`src/rtl/gf_pkg.sv`:
```
package gf_pkg;
  typedef enum logic {
    FORM_GROUP  = 1'b0,
    FORM_SINGLE = 1'b1
  } form_e;

  function automatic int map_bytes(input int id_w, input int byte_w);
    return ((1 << id_w) + 1 + byte_w - 1) / byte_w;
  endfunction
endpackage

```
`src/rtl/gf_beat_tracker.sv`:
```
module gf_beat_tracker
  import gf_pkg::*;
#(
  parameter int BYTE_W    = 8,
  parameter int MAP_BYTES = 33,
  parameter int IDX_W     = 6
) (
  input  logic             clk,
  input  logic             rst_n,
  input  logic             beat,
  input  logic             first,
  input  logic             last,
  input  logic             flag_bit,
  output logic [IDX_W-1:0] cur_idx,
  output form_e            cur_form,
  output logic             take,
  output logic             end_now
);
  localparam logic [IDX_W-1:0] IDX_MAX = IDX_W'(MAP_BYTES);

  logic [IDX_W-1:0] cnt_q;
  form_e            form_q;
  logic             active_q;

  assign cur_idx  = first ? '0 : cnt_q;
  assign cur_form = (cur_idx == '0) ? form_e'(flag_bit) : form_q;
  assign take     = beat && (first || active_q);
  assign end_now  = take && last;

  always_ff @(posedge clk) begin
    if (!rst_n) begin
      cnt_q    <= '0;
      form_q   <= FORM_GROUP;
      active_q <= 1'b0;
    end else if (take) begin
      cnt_q    <= (cur_idx == IDX_MAX) ? IDX_MAX : cur_idx + 1'b1;
      form_q   <= cur_form;
      active_q <= !last;
    end
  end

  // the byte index saturates and never passes the bitmap length
  assert_idx_bound_R7: assert property (@(posedge clk) disable iff (!rst_n)
    cnt_q <= IDX_MAX);

  // the addressing form stays put while a packet is idle between beats
  assert_form_hold_R5: assert property (@(posedge clk) disable iff (!rst_n)
    (active_q && !beat) |=> $stable(form_q));
endmodule

```
`src/rtl/gf_bit_probe.sv`:
```
module gf_bit_probe
  import gf_pkg::*;
#(
  parameter int ID_W   = 8,
  parameter int BYTE_W = 8,
  parameter int IDX_W  = 6
) (
  input  logic [ID_W-1:0]   node_id,
  input  logic [IDX_W-1:0]  cur_idx,
  input  form_e             cur_form,
  input  logic [BYTE_W-1:0] data,
  output logic              beat_hit
);
  localparam int LANE_W = $clog2(BYTE_W);
  localparam int POS_W  = ID_W + 1;

  logic [POS_W-1:0]  pos;
  logic [LANE_W-1:0] lane;
  logic              group_sel;
  logic              single_eq;
  logic              group_hit;
  logic              single_hit;

  assign pos       = {1'b0, node_id} + 1'b1;
  assign lane      = pos[LANE_W-1:0];
  assign group_sel = (int'(cur_idx) == int'(pos >> LANE_W));

  generate
    if (ID_W == BYTE_W) begin : g_full
      assign single_eq = (data == node_id);
    end else begin : g_part
      assign single_eq = (data[ID_W-1:0] == node_id) && (data[BYTE_W-1:ID_W] == '0);
    end
  endgenerate

  assign group_hit  = group_sel && data[lane];
  assign single_hit = (cur_idx == IDX_W'(1)) && single_eq;
  assign beat_hit   = (cur_form == FORM_SINGLE) ? single_hit : group_hit;
endmodule

```
`src/rtl/gf_verdict.sv`:
```
module gf_verdict (
  input  logic clk,
  input  logic rst_n,
  input  logic take,
  input  logic first,
  input  logic end_now,
  input  logic beat_hit,
  output logic hit,
  output logic miss
);
  logic acc_q;
  logic acc_new;

  assign acc_new = (first ? 1'b0 : acc_q) | beat_hit;

  always_ff @(posedge clk) begin
    if (!rst_n) begin
      acc_q <= 1'b0;
      hit   <= 1'b0;
      miss  <= 1'b0;
    end else begin
      if (take) acc_q <= acc_new;
      hit  <= end_now && acc_new;
      miss <= end_now && !acc_new;
    end
  end

  // never both outcomes at once
  assert_exclusive_R8: assert property (@(posedge clk) disable iff (!rst_n)
    !(hit && miss));

  // a closing beat is always answered on the next cycle
  assert_due_R8: assert property (@(posedge clk) disable iff (!rst_n)
    end_now |=> (hit || miss));

  // no answer without a closing beat one cycle earlier
  assert_only_after_end_R8: assert property (@(posedge clk) disable iff (!rst_n)
    (hit || miss) |-> $past(end_now));
endmodule

```
`src/rtl/group_filter.sv`:
```
module group_filter
  import gf_pkg::*;
#(
  parameter int ID_W   = 8,
  parameter int BYTE_W = 8
) (
  input  logic              clk,
  input  logic              rst_n,
  input  logic [ID_W-1:0]   node_id,
  input  logic              in_valid,
  output logic              in_ready,
  input  logic [BYTE_W-1:0] in_data,
  input  logic              in_first,
  input  logic              in_last,
  output logic              hit,
  output logic              miss
);
  localparam int MAP_BYTES = map_bytes(ID_W, BYTE_W);
  localparam int IDX_W     = $clog2(MAP_BYTES + 1);

  logic             rdy_q;
  logic             beat;
  logic [IDX_W-1:0] cur_idx;
  form_e            cur_form;
  logic             take;
  logic             end_now;
  logic             beat_hit;

  always_ff @(posedge clk) begin
    if (!rst_n) rdy_q <= 1'b0;
    else        rdy_q <= 1'b1;
  end

  assign in_ready = rdy_q;
  assign beat     = in_valid && rdy_q;

  gf_beat_tracker #(
    .BYTE_W(BYTE_W), .MAP_BYTES(MAP_BYTES), .IDX_W(IDX_W)
  ) u_track (
    .clk(clk), .rst_n(rst_n), .beat(beat), .first(in_first), .last(in_last),
    .flag_bit(in_data[0]), .cur_idx(cur_idx), .cur_form(cur_form),
    .take(take), .end_now(end_now)
  );

  gf_bit_probe #(
    .ID_W(ID_W), .BYTE_W(BYTE_W), .IDX_W(IDX_W)
  ) u_probe (
    .node_id(node_id), .cur_idx(cur_idx), .cur_form(cur_form),
    .data(in_data), .beat_hit(beat_hit)
  );

  gf_verdict u_verdict (
    .clk(clk), .rst_n(rst_n), .take(take), .first(in_first),
    .end_now(end_now), .beat_hit(beat_hit), .hit(hit), .miss(miss)
  );

  // once the stream side is ready it stays ready
  assert_ready_hold_R1: assert property (@(posedge clk) disable iff (!rst_n)
    in_ready |=> in_ready);
endmodule

```
`config.mk`:
```
export PLATFORM = sky130hd
export DESIGN_NAME = group_filter
export DESIGN_NICKNAME = d
export VERILOG_FILES = /design/src/rtl/gf_pkg.sv /design/src/rtl/gf_beat_tracker.sv /design/src/rtl/gf_bit_probe.sv /design/src/rtl/gf_verdict.sv /design/src/rtl/group_filter.sv
export SDC_FILE = /design/constraint.sdc
export NUM_CORES = 1
export LEC_CHECK = 0
export ABC_AREA = 1
export ABC_CLOCK_PERIOD_IN_PS = 1300
export CAP_MARGIN = 0
export CORE_UTILIZATION = 38
export DETAILED_ROUTE_END_ITERATION = 8
export GPL_TIMING_DRIVEN = 0
export PLACE_DENSITY_LB_ADDON = 0.2
export SETUP_SLACK_MARGIN = 0.05
export SLEW_MARGIN = 20
export SYNTH_ARGS = -nofsm -noshare
export SYNTH_HDL_FRONTEND = slang
export SYNTH_SLANG_ARGS = --single-unit
```
`constraint.sdc`:
```
create_clock -name clk -period 1.3 [get_ports clk]
set_input_delay 0.26 -clock clk [delete_from_list [all_inputs] [get_ports clk]]
set_output_delay 0.26 -clock clk [all_outputs]
set_load 0.01 [all_outputs]
```
==> metrics.csv, run 1 <==
metric;value;unit
violations;DRC;
vias_per_cell;4.929;
dp.final_hpwl;2119;microns
io_buffers;22;
postRouteAntennaNets;0;
core.rowCount;19;
worst_slew_pin_slew;0.2664;ns
fillers;280;
cts_hold_buf;0;
synth_area_leaders;dfxtp_1 (21%), nand2_1 (19%), inv_1 (11%);
synth.avg_cell_area;6.125;sq um
busiest_layer;met2;
core_area;2829;sq um
relSlewSlack;82.18;%
antenna_found_initial;0;
grt.total_usage;18.33;%
drc;1;
multi_input_area;945.9;sq um
cts_made_buffers;3;
synth_top_area_cell;dfxtp_1;
place_area;1450;sq um
synthFlopType;dfxtp_1;
area_delta_synth_final;41.50;%
p_leak;0.8429;nW
critPathKind;reg2reg;
die_area;3305;sq um
irDropWorstVdd;0.3827;mV
end_kind;register;
synth_cell_types;26;
die_w;57.49;microns
p_per_area;555.6;nW/um^2
worst-path-max-fanout;4;
nets;250;
status;complete, but fails checks;
root_buffer;clkbuf_4;
clk_path_buf_depth;2;
clock_latency;0.27;ns
grt_max_degree;8;
cts_tree;done;
synth_edf_count;0;
regArea;254.0;sq um
start_kind;register;
synthArstFlopShare;0;%
ys_ff_latch;12;
slew_violations;0;
overflow;0;
p_total;0.0009197;W
cp_data_arrival_time;1.47;ns
hold_viol;0;
hp-class;in2reg;
seq_area_frac_synth;20.53;%
use_met3;4.082;%
clock_sinks;12;
drt_pass1_iterations;6;
path_clk_slew;0.07;ns
rsz0062_at_grt;true;
synth_area;1170;sq um
use_met1;25.00;%
htreeDepth;1;
drtIter0Drc;41;
design_area;1655;sq um
start_util;41.35;%
wl_per_cell;11.27;microns
diodes;0;
timing.fmax;770.9;MHz
num_vias;1252;
met2_usage;29.90;%
fin_crit_sh;99.78;%
fin_crit;1.297;ns
post_route_cells_drive_above_1_share;30.94;%
synth_nets;216;
gp_congestion;0.8338;
grt_pass1_wl;4747;microns
die_h;57.49;microns
netlist.area_leader.share;20.53;%
grt_pass1_vias;1071;
wirelength;2863;microns
yosys_warnings;0;
max-cap-violations;0;
setup_violations;0;
netlist_instances;191;
skew;0.001315;ns
pin_count;24;
worstPathRequired;1.48;ns
-- placed cells by master (no fill, tap or decap), drive strengths merged --
cell type,instances
o221ai,1
xor2,5
dlygate4sd2,11
a21oi,8
inv,36
o21bai,1
ha,4
nand3,19
nor2,20
xnor2,6
buf,9
clkdlybuf4s15,1
o211ai,1
nand4,4
dlymetal6s2s,1
clkdlybuf4s50,4
nand2,66
nor3,2
clkbuf,6
dfxtp,12
o21ai,6
-- cell families (layout without fill, tap and decap cells) --
group | count (synthesis) | after routing | synth area share (%)
buffers and inverters | 36 | 68 | 12.09
flip-flops | 12 | 12 | 20.53
adder cells (fa/ha/maj) | 4 | 4 | 4.278
XOR/XNOR | 11 | 11 | 8.877
AND/OR/NAND/NOR | 111 | 111 | 44.92
AO/OA/AOI/OAI | 17 | 17 | 9.305
-- where the power goes --
group / internal [W] / leakage [nW] / total [W] / switching [W]
Clock: 0.000107 / 0.0138 / 0.000224 / 0.000117
Sequential: 0.000373 / 0.101 / 0.000382 / 0.00000901
Combinational: 0.000139 / 0.728 / 0.000313 / 0.000175
Total: 0.000619 / 0.843 / 0.000920 / 0.000300
-- path summary, 6_finish.rpt --
path / from / end / slack (ns) / cells past startpoint
max: u_track.cnt_q[0]$_SDFFE_PN0P_ / u_verdict.acc_q$_SDFFE_PN0P_ / 0.003 / 10
min: in_first / u_verdict.miss$_SDFF_PN0_ / 0.48 / 5
max reg2reg: u_track.cnt_q[0]$_SDFFE_PN0P_ / u_verdict.acc_q$_SDFFE_PN0P_ / 0.003 / 10
min reg2reg: u_track.cnt_q[4]$_SDFFE_PN0P_ / u_track.cnt_q[4]$_SDFFE_PN0P_ / 0.51 / 2
-- routing by layer --
metal | vias up | wire, microns
met5 | - | 0
li1 | 661 | -
met2 | 19 | 1401
met3 | 2 | 115
met4 | 0 | 7
met1 | 570 | 1338
-- area by class of cell --
type	instances	share of cell area [%]
repair inverters	1	0.3779
inverters	35	8.692
plain buffers	1	0.4535
multi-input cells	143	57.14
well taps	31	2.343
clock buffers	3	1.361
repair buffers	28	14.29
flip-flops and latches	12	15.34
-- state kept, by name, summed over array words and instances (netlist names) --
register,count
u_verdict.miss,1
in_ready,1
u_verdict.hit,1
u_verdict.acc_q,1
u_track.active_q,1
u_track.form_q,1
u_track.cnt_q,6
-- worst max-delay path: stages (launching register included) --
cell and delay, ns:
dfxtp_2 0.37, nand2_4 0.08, ha_4 0.18, nand3_4 0.08, nand2_2 0.07, o21ai_4 0.07
nor2_2 0.06, nor2_2 0.13, nand3_2 0.08, nand2_2 0.06, inv_1 0.03
-- per-stage QoR --
| step | hold slack, ns | worst slack (ns) | util, % | cells | setup TNS, ns |
|---|---|---|---|---|---|
| 2_1_floorplan | 0.2877 | 0.05215 | - | 191 | 0 |
| 3_3_place_gp | 0.4916 | -0.7600 | 51.26 | 244 | -6.675 |
| 3_5_place_dp | 0.4925 | -0.7714 | 51.26 | 244 | -6.760 |
| 4_1_cts | 0.4886 | 0.01834 | 55.59 | 254 | 0 |
| 5_1_grt | 0.5047 | -0.08433 | 58.51 | 254 | -0.3627 |
| 6_report | 0.4754 | 0.002819 | 58.51 | 254 | 0 |
-- synthesized netlist by cell type (2+ instances only) --
cell     number
a21oi_1       8
dfxtp_1      12
ha_1          4
inv_1        33
nand2_1      58
nand2_2       5
nand2_4       3
nand3_1      16
nand3_2       3
nand4_1       4
nor2_1       15
nor2_2        4
o21ai_0       2
o21ai_2       4
xnor2_1       6
xor2_1        4
-- what timing repair did --
action / in CTS / in global routing
pin swaps: 13 / 10
resized for setup: 49 / 26
endpoints found under the setup margin: 14 / 8
cloned: 1 / 0
setup buffers: 6 / 0
Power figures use the tool's default switching activity.
==> run 2, diff against run 1 <==
--- a/config.mk
+++ b/config.mk
@@ -11,9 +11,10 @@
 export CORE_UTILIZATION = 38
 export DETAILED_ROUTE_END_ITERATION = 8
 export GPL_TIMING_DRIVEN = 0
-export PLACE_DENSITY_LB_ADDON = 0.2
+export PLACE_DENSITY = 0.61
 export SETUP_SLACK_MARGIN = 0.05
 export SLEW_MARGIN = 20
 export SYNTH_ARGS = -nofsm -noshare
 export SYNTH_HDL_FRONTEND = slang
+export SYNTH_HIERARCHICAL = 1
 export SYNTH_SLANG_ARGS = --single-unit
==> run 2 against run 1 <==
Against the previous run:
- the flow finishes with violations (DRC, setup timing)
- utilization decreased by 4.7 points
- register-to-register slack got worse by 0.26 ns
- clock skew increased by 0.0054 ns
- critical path depth increased by 3
- maximum frequency decreased by 18%
==> metrics.csv, run 2 <==
metric;value;unit
status;complete, but fails checks;
violations;DRC, setup timing;
gp_congestion;0.8368;
irDropWorstVdd;0.4384;mV
core.rowCount;19;
critPathKind;in2reg;
layout_setup_ws;-0.2817;ns
seq_area_frac_synth;20.76;%
end_kind;register;
layout_common_cells;nand2_1 (63), inv_1 (31), nor2_1 (21);
skew;0.006684;ns
io_buffers;22;
diodes;0;
synth.avg_cell_area;5.758;sq um
wirelength;2900;microns
p_leak;0.8189;nW
timing.fmax;632.2;MHz
synth_edf_count;0;
synthArstFlopShare;0;%
die_area;3270;sq um
grt.total_usage;18.76;%
start_util;40.91;%
cts_hold_buf;0;
dp.final_hpwl;2167;microns
root_buffer;clkbuf_4;
clock_latency;0.27;ns
grt_max_degree;12;
ys_ff_latch;12;
path_clk_slew;0.08;ns
min_path_cells;2;
num_vias;1300;
yosysMostFrequentCell;nand2_1;
postRouteAntennaNets;0;
fin_crit;1.582;ns
hold_viol;0;
clock_sinks;12;
fin_crit_sh;121.7;%
crit_family;simple AND/OR/NAND/NOR gates;
cts_tree;done;
die_w;57.19;microns
crit_chain;clkdlybuf4s50_1, nand2_1, nor2_1, nand2_1, nand2_1, nand2_1, nor2_1, nand3_1, nand2_1, inv_2, nand3_2, nand2_1, inv_1;
nets;254;
hold_ws;0.5085;ns
netlist_instances;201;
antenna_found_initial;0;
p_total;0.0009614;W
final_common_cell;nand2_1;
yosys_warnings;6;
clk_path_buf_depth;2;
regToRegSetupSlack;-0.26;ns
worst_slew_pin_slew;0.3065;ns
synth_area_leaders;dfxtp_1 (21%), nand2_1 (20%), inv_1 (11%);
r2r-end;u_verdict/acc_q$_SDFFE_PN0P_;
area_delta_synth_final;31.57;%
cp_data_arrival_time;1.81;ns
synth_area;1157;sq um
synth_nets;223;
drt_pass1_iterations;6;
crit_top_cell;nand2_1;
hold_end;u_track/cnt_q[3]$_SDFFE_PN0P_;
drtIter0Drc;83;
overflow;0;
drc;4;
top_register;u_track/cnt_q;
cts_made_buffers;3;
pin_count;24;
p_per_area;631.3;nW/um^2
rsz0062_at_grt;true;
slew_violations;0;
hp-class;reg2reg;
synth_top_area_cell;dfxtp_1;
path_buf_inv;3;
netlist.area_leader.share;20.76;%
slowest_stage;clkdlybuf4s50_1;
critPathMaxStageDelay;0.61;ns
start_kind;input pin;
worstPathRequired;1.53;ns
reg2reg_from;u_track/cnt_q[1]$_SDFFE_PN0P_;
die_h;57.19;microns
grt_pass1_vias;1204;
wl_per_cell;11.07;microns
setup_violations;3;
htreeDepth;1;
synth_cell_types;26;
reg2reg_depth;13;
grt_pass1_wl;4885;microns
worst-path-max-fanout;5;
largest_reg_flops;6;
relSlewSlack;79.49;%
vias_per_cell;4.962;
hp-start;u_track/cnt_q[3]$_SDFFE_PN0P_;
synthFlopType;dfxtp_1;
max-cap-violations;0;
synthTopCellsByCount;nand2_1 (63), inv_1 (34), nand3_1 (21), nor2_1 (21), dfxtp_1 (12);
core_area;2829;sq um
post_route_cells_drive_above_1_share;16.45;%
==> run 2: worst max-delay path by stage <==
stage	start	endpoint	slack (ns)	depth (start not counted)
6_report	node_id[4]	u_verdict/acc_q$_SDFFE_PN0P_	-0.28	13
5_1_grt	u_track/cnt_q[1]$_SDFFE_PN0P_	u_verdict/acc_q$_SDFFE_PN0P_	-0.49	13
4_1_cts	u_track/cnt_q[1]$_SDFFE_PN0P_	u_verdict/acc_q$_SDFFE_PN0P_	-0.28	13
3_5_place_dp	in_first	u_verdict/acc_q$_SDFFE_PN0P_	-0.90	15
3_3_place_gp	in_first	u_verdict/acc_q$_SDFFE_PN0P_	-0.90	15
2_1_floorplan	u_track/cnt_q[1]$_SDFFE_PN0P_	u_verdict/acc_q$_SDFFE_PN0P_	-0.1	13
==> run 2: area by class of cell <==
type | count | area, sq um
fill | 287 | 1306
clock buffer | 4 | 36.28
timing repair buffer | 26 | 244.0
sequential | 12 | 250.2
tap | 31 | 38.79
multi-input combinational | 150 | 790.8
buffer | 1 | 5.005
inverter | 38 | 157.7
==> run 2: report_power, final <==
group	leakage, nW	switching (W)	internal [W]
registers	0.100	0.0000100	0.000375
clock network	0.0210	0.000123	0.000170
logic	0.698	0.000154	0.000129
==> run 2: logic make-up after synthesis <==
group / share of synthesized area, %
flip-flops: 20.76
XOR/XNOR: 7.567
adder cells (fa/ha/maj): 1.081
buffers and inverters: 14.05
AND/OR/NAND/NOR: 47.03
AO/OA/AOI/OAI: 9.514
==> run 2: worst min-delay path: stages, from the launching register on <==
cell	delay [ns]
dfxtp_2	0.35
nand2_1	0.07
a21oi_1	0.05
==> run 2: timing repair <==
action / 4_1_cts / 5_1_grt
gates resized for setup: 17 / 6
cloned: 0 / 0
buffers inserted: 3 / 1
pin swaps: 0 / 2
setup endpoints to repair: 14 / 4
==> run 2: layer usage <==
| layer | global-route usage (%) | routed length (microns) |
|---|---|---|
| met1 | 22.67 | 1282 |
| met2 | 34.29 | 1468 |
| met5 | 0 | 0 |
| met3 | 1.134 | 125 |
| met4 | 8.014 | 23 |
==> run 2: through the flow <==
stage	util, %	setup TNS (ns)	cell area [sq um]	setup slack, ns	std cells
after global placement	50.15	-5.096	1419	-0.9007	254
after CTS	52.99	-0.8159	1499	-0.2828	261
after detailed placement	50.15	-5.162	1419	-0.8952	254
after global routing	53.83	-1.422	1523	-0.4872	262
after floorplan	-	-0.2603	1160	-0.09547	201
final	53.83	-0.8408	1523	-0.2817	262
==> run 3, diff against run 2 <==
--- a/config.mk
+++ b/config.mk
@@ -12,6 +12,7 @@
 export DETAILED_ROUTE_END_ITERATION = 8
 export GPL_TIMING_DRIVEN = 0
 export PLACE_DENSITY = 0.61
+export RECOVER_POWER = 100
 export SETUP_SLACK_MARGIN = 0.05
 export SLEW_MARGIN = 20
 export SYNTH_ARGS = -nofsm -noshare
==> run 3 against run 2 <==
Against the previous run:
- the run still ends with DRC, setup timing left
- first-iteration DRC count grew 8.4%
- non-clock buffer count unchanged
- register-to-register slack hardly changed
- wire length fell by 0.28%
- sequential power hardly changed
- worst setup slack improved by 0.0030 ns
- combinational power down 1%
- cell area decreased by 0.74%
- die area is the same
- highest routed layer unchanged
==> metrics.csv, run 3 (same netlist as run 2, synthesis figures left out) <==
metric;value;unit
worst_slew_pin_slew;0.4452;ns
critPathKind;in2reg;
num_vias;1281;
layout_setup_ws;-0.2787;ns
overflow;0;
clock_latency;0.28;ns
skew;0.007331;ns
postRouteAntennaNets;0;
path_clk_slew;0.08;ns
core.rowCount;19;
hold_viol;0;
reg2reg_depth;13;
drc;4;
violations;DRC, setup timing;
clk_path_buf_depth;2;
crit_top_cell;nand2_1;
reg2reg_from;u_track/cnt_q[2]$_SDFFE_PN0P_;
pin_count;24;
slew_violations;0;
path_buf_inv;3;
rsz0062_at_grt;true;
hold_end;u_verdict/hit$_SDFF_PN0_;
fin_crit_sh;121.4;%
grt_pass1_vias;1204;
min_path_cells;4;
antenna_found_initial;0;
vias_per_cell;4.889;
diodes;0;
grt_max_degree;12;
end_kind;register;
largest_reg_flops;6;
cts_made_buffers;3;
nets;254;
hp-class;in2reg;
root_buffer;clkbuf_4;
dp.final_hpwl;2167;microns
relSlewSlack;70.32;%
drtIter0Drc;90;
critPathMaxStageDelay;0.61;ns
p_leak;0.8110;nW
hp-start;in_first;
placement.setup.worst_slack;-0.8952;ns
top_register;u_track/cnt_q;
layout_common_cells;nand2_1 (63), inv_1 (31), nor2_1 (21);
drt_pass1_iterations;6;
grt.total_usage;18.76;%
wl_per_cell;11.04;microns
p_total;0.0009594;W
cp_data_arrival_time;1.81;ns
max-cap-violations;0;
die_w;57.19;microns
die_area;3270;sq um
die_h;57.19;microns
worstPathRequired;1.53;ns
worst-path-max-fanout;5;
setup_violations;3;
post_route_cells_drive_above_1_share;15.58;%
crit_chain;clkdlybuf4s50_1, nand2_1, nor2_1, nand2_1, nand2_1, nand2_1, nor2_1, nand3_1, nand2_1, inv_2, nand3_2, nand2_1, inv_1;
irDropWorstVdd;0.4381;mV
gp_congestion;0.8368;
start_kind;input pin;
status;complete, but fails checks;
crit_family;simple AND/OR/NAND/NOR gates;
core_area;2829;sq um
clock_sinks;12;
cts_tree;done;
start_util;40.91;%
regToRegSetupSlack;-0.27;ns
area_delta_synth_final;30.59;%
wirelength;2892;microns
slowest_stage;clkdlybuf4s50_1;
timing.fmax;633.4;MHz
final_common_cell;nand2_1;
r2r-end;u_verdict/acc_q$_SDFFE_PN0P_;
p_per_area;634.7;nW/um^2
io_buffers;22;
fin_crit;1.579;ns
htreeDepth;1;
grt_pass1_wl;4885;microns
==> run 3: routing by layer <==
layer | GRT usage (%) | wire length, microns
met1 | 22.67 | 1270
met2 | 34.29 | 1461
met3 | 1.134 | 128
met4 | 8.014 | 31
met5 | 0 | 0
==> run 3: layout make-up <==
| cell class | instances | area [sq um] |
|---|---|---|
| Sequential cell | 12 | 250.2 |
| Tap cell | 31 | 38.79 |
| Buffer | 1 | 5.005 |
| Multi-Input combinational cell | 150 | 783.3 |
| Clock buffer | 4 | 36.28 |
| Timing Repair Buffer | 26 | 240.2 |
| Fill cell | 291 | 1318 |
| Inverter | 38 | 157.7 |
==> run 3: worst min-delay path, stage by stage <==
cell             delay (ns)
clkdlybuf4s15_2        0.25
inv_1                  0.05
nand2_1                0.10
a21oi_1                0.07
==> run 3: per-stage QoR <==
step	instance area [sq um]	std cells	setup TNS [ns]	hold slack, ns	util, %
6_report	1511	262	-0.8315	0.4958	53.43
3_5_place_dp	1419	254	-5.162	0.4952	50.15
4_1_cts	1499	261	-0.8159	0.4937	52.99
2_1_floorplan	1160	201	-0.2603	0.2877	-
3_3_place_gp	1419	254	-5.096	0.4852	50.15
5_1_grt	1511	262	-1.518	0.5471	53.43
==> run 3: timing repair <==
action	CTS	global route
buffers inserted	3	1
pin swaps	0	2
hold buffers	0	0
setup endpoints to repair	14	4
resized for setup	17	6
==> run 3: how the worst max path moves through the flow <==
stage / startpoint / to / slack [ns] / cells past startpoint
after CTS: u_track/cnt_q[1]$_SDFFE_PN0P_ / u_verdict/acc_q$_SDFFE_PN0P_ / -0.28 / 13
after detailed placement: in_first / u_verdict/acc_q$_SDFFE_PN0P_ / -0.90 / 15
after floorplan: u_track/cnt_q[1]$_SDFFE_PN0P_ / u_verdict/acc_q$_SDFFE_PN0P_ / -0.1 / 13
final: node_id[4] / u_verdict/acc_q$_SDFFE_PN0P_ / -0.28 / 13
after global routing: u_track/cnt_q[1]$_SDFFE_PN0P_ / u_verdict/acc_q$_SDFFE_PN0P_ / -0.49 / 13
after global placement: in_first / u_verdict/acc_q$_SDFFE_PN0P_ / -0.90 / 15
==> run 3: report_power, final <==
part	total, W	internal, W	switching (W)
Sequential	0.000385	0.000375	0.00000950
Clock	0.000295	0.000170	0.000125
Combinational	0.000279	0.000127	0.000152
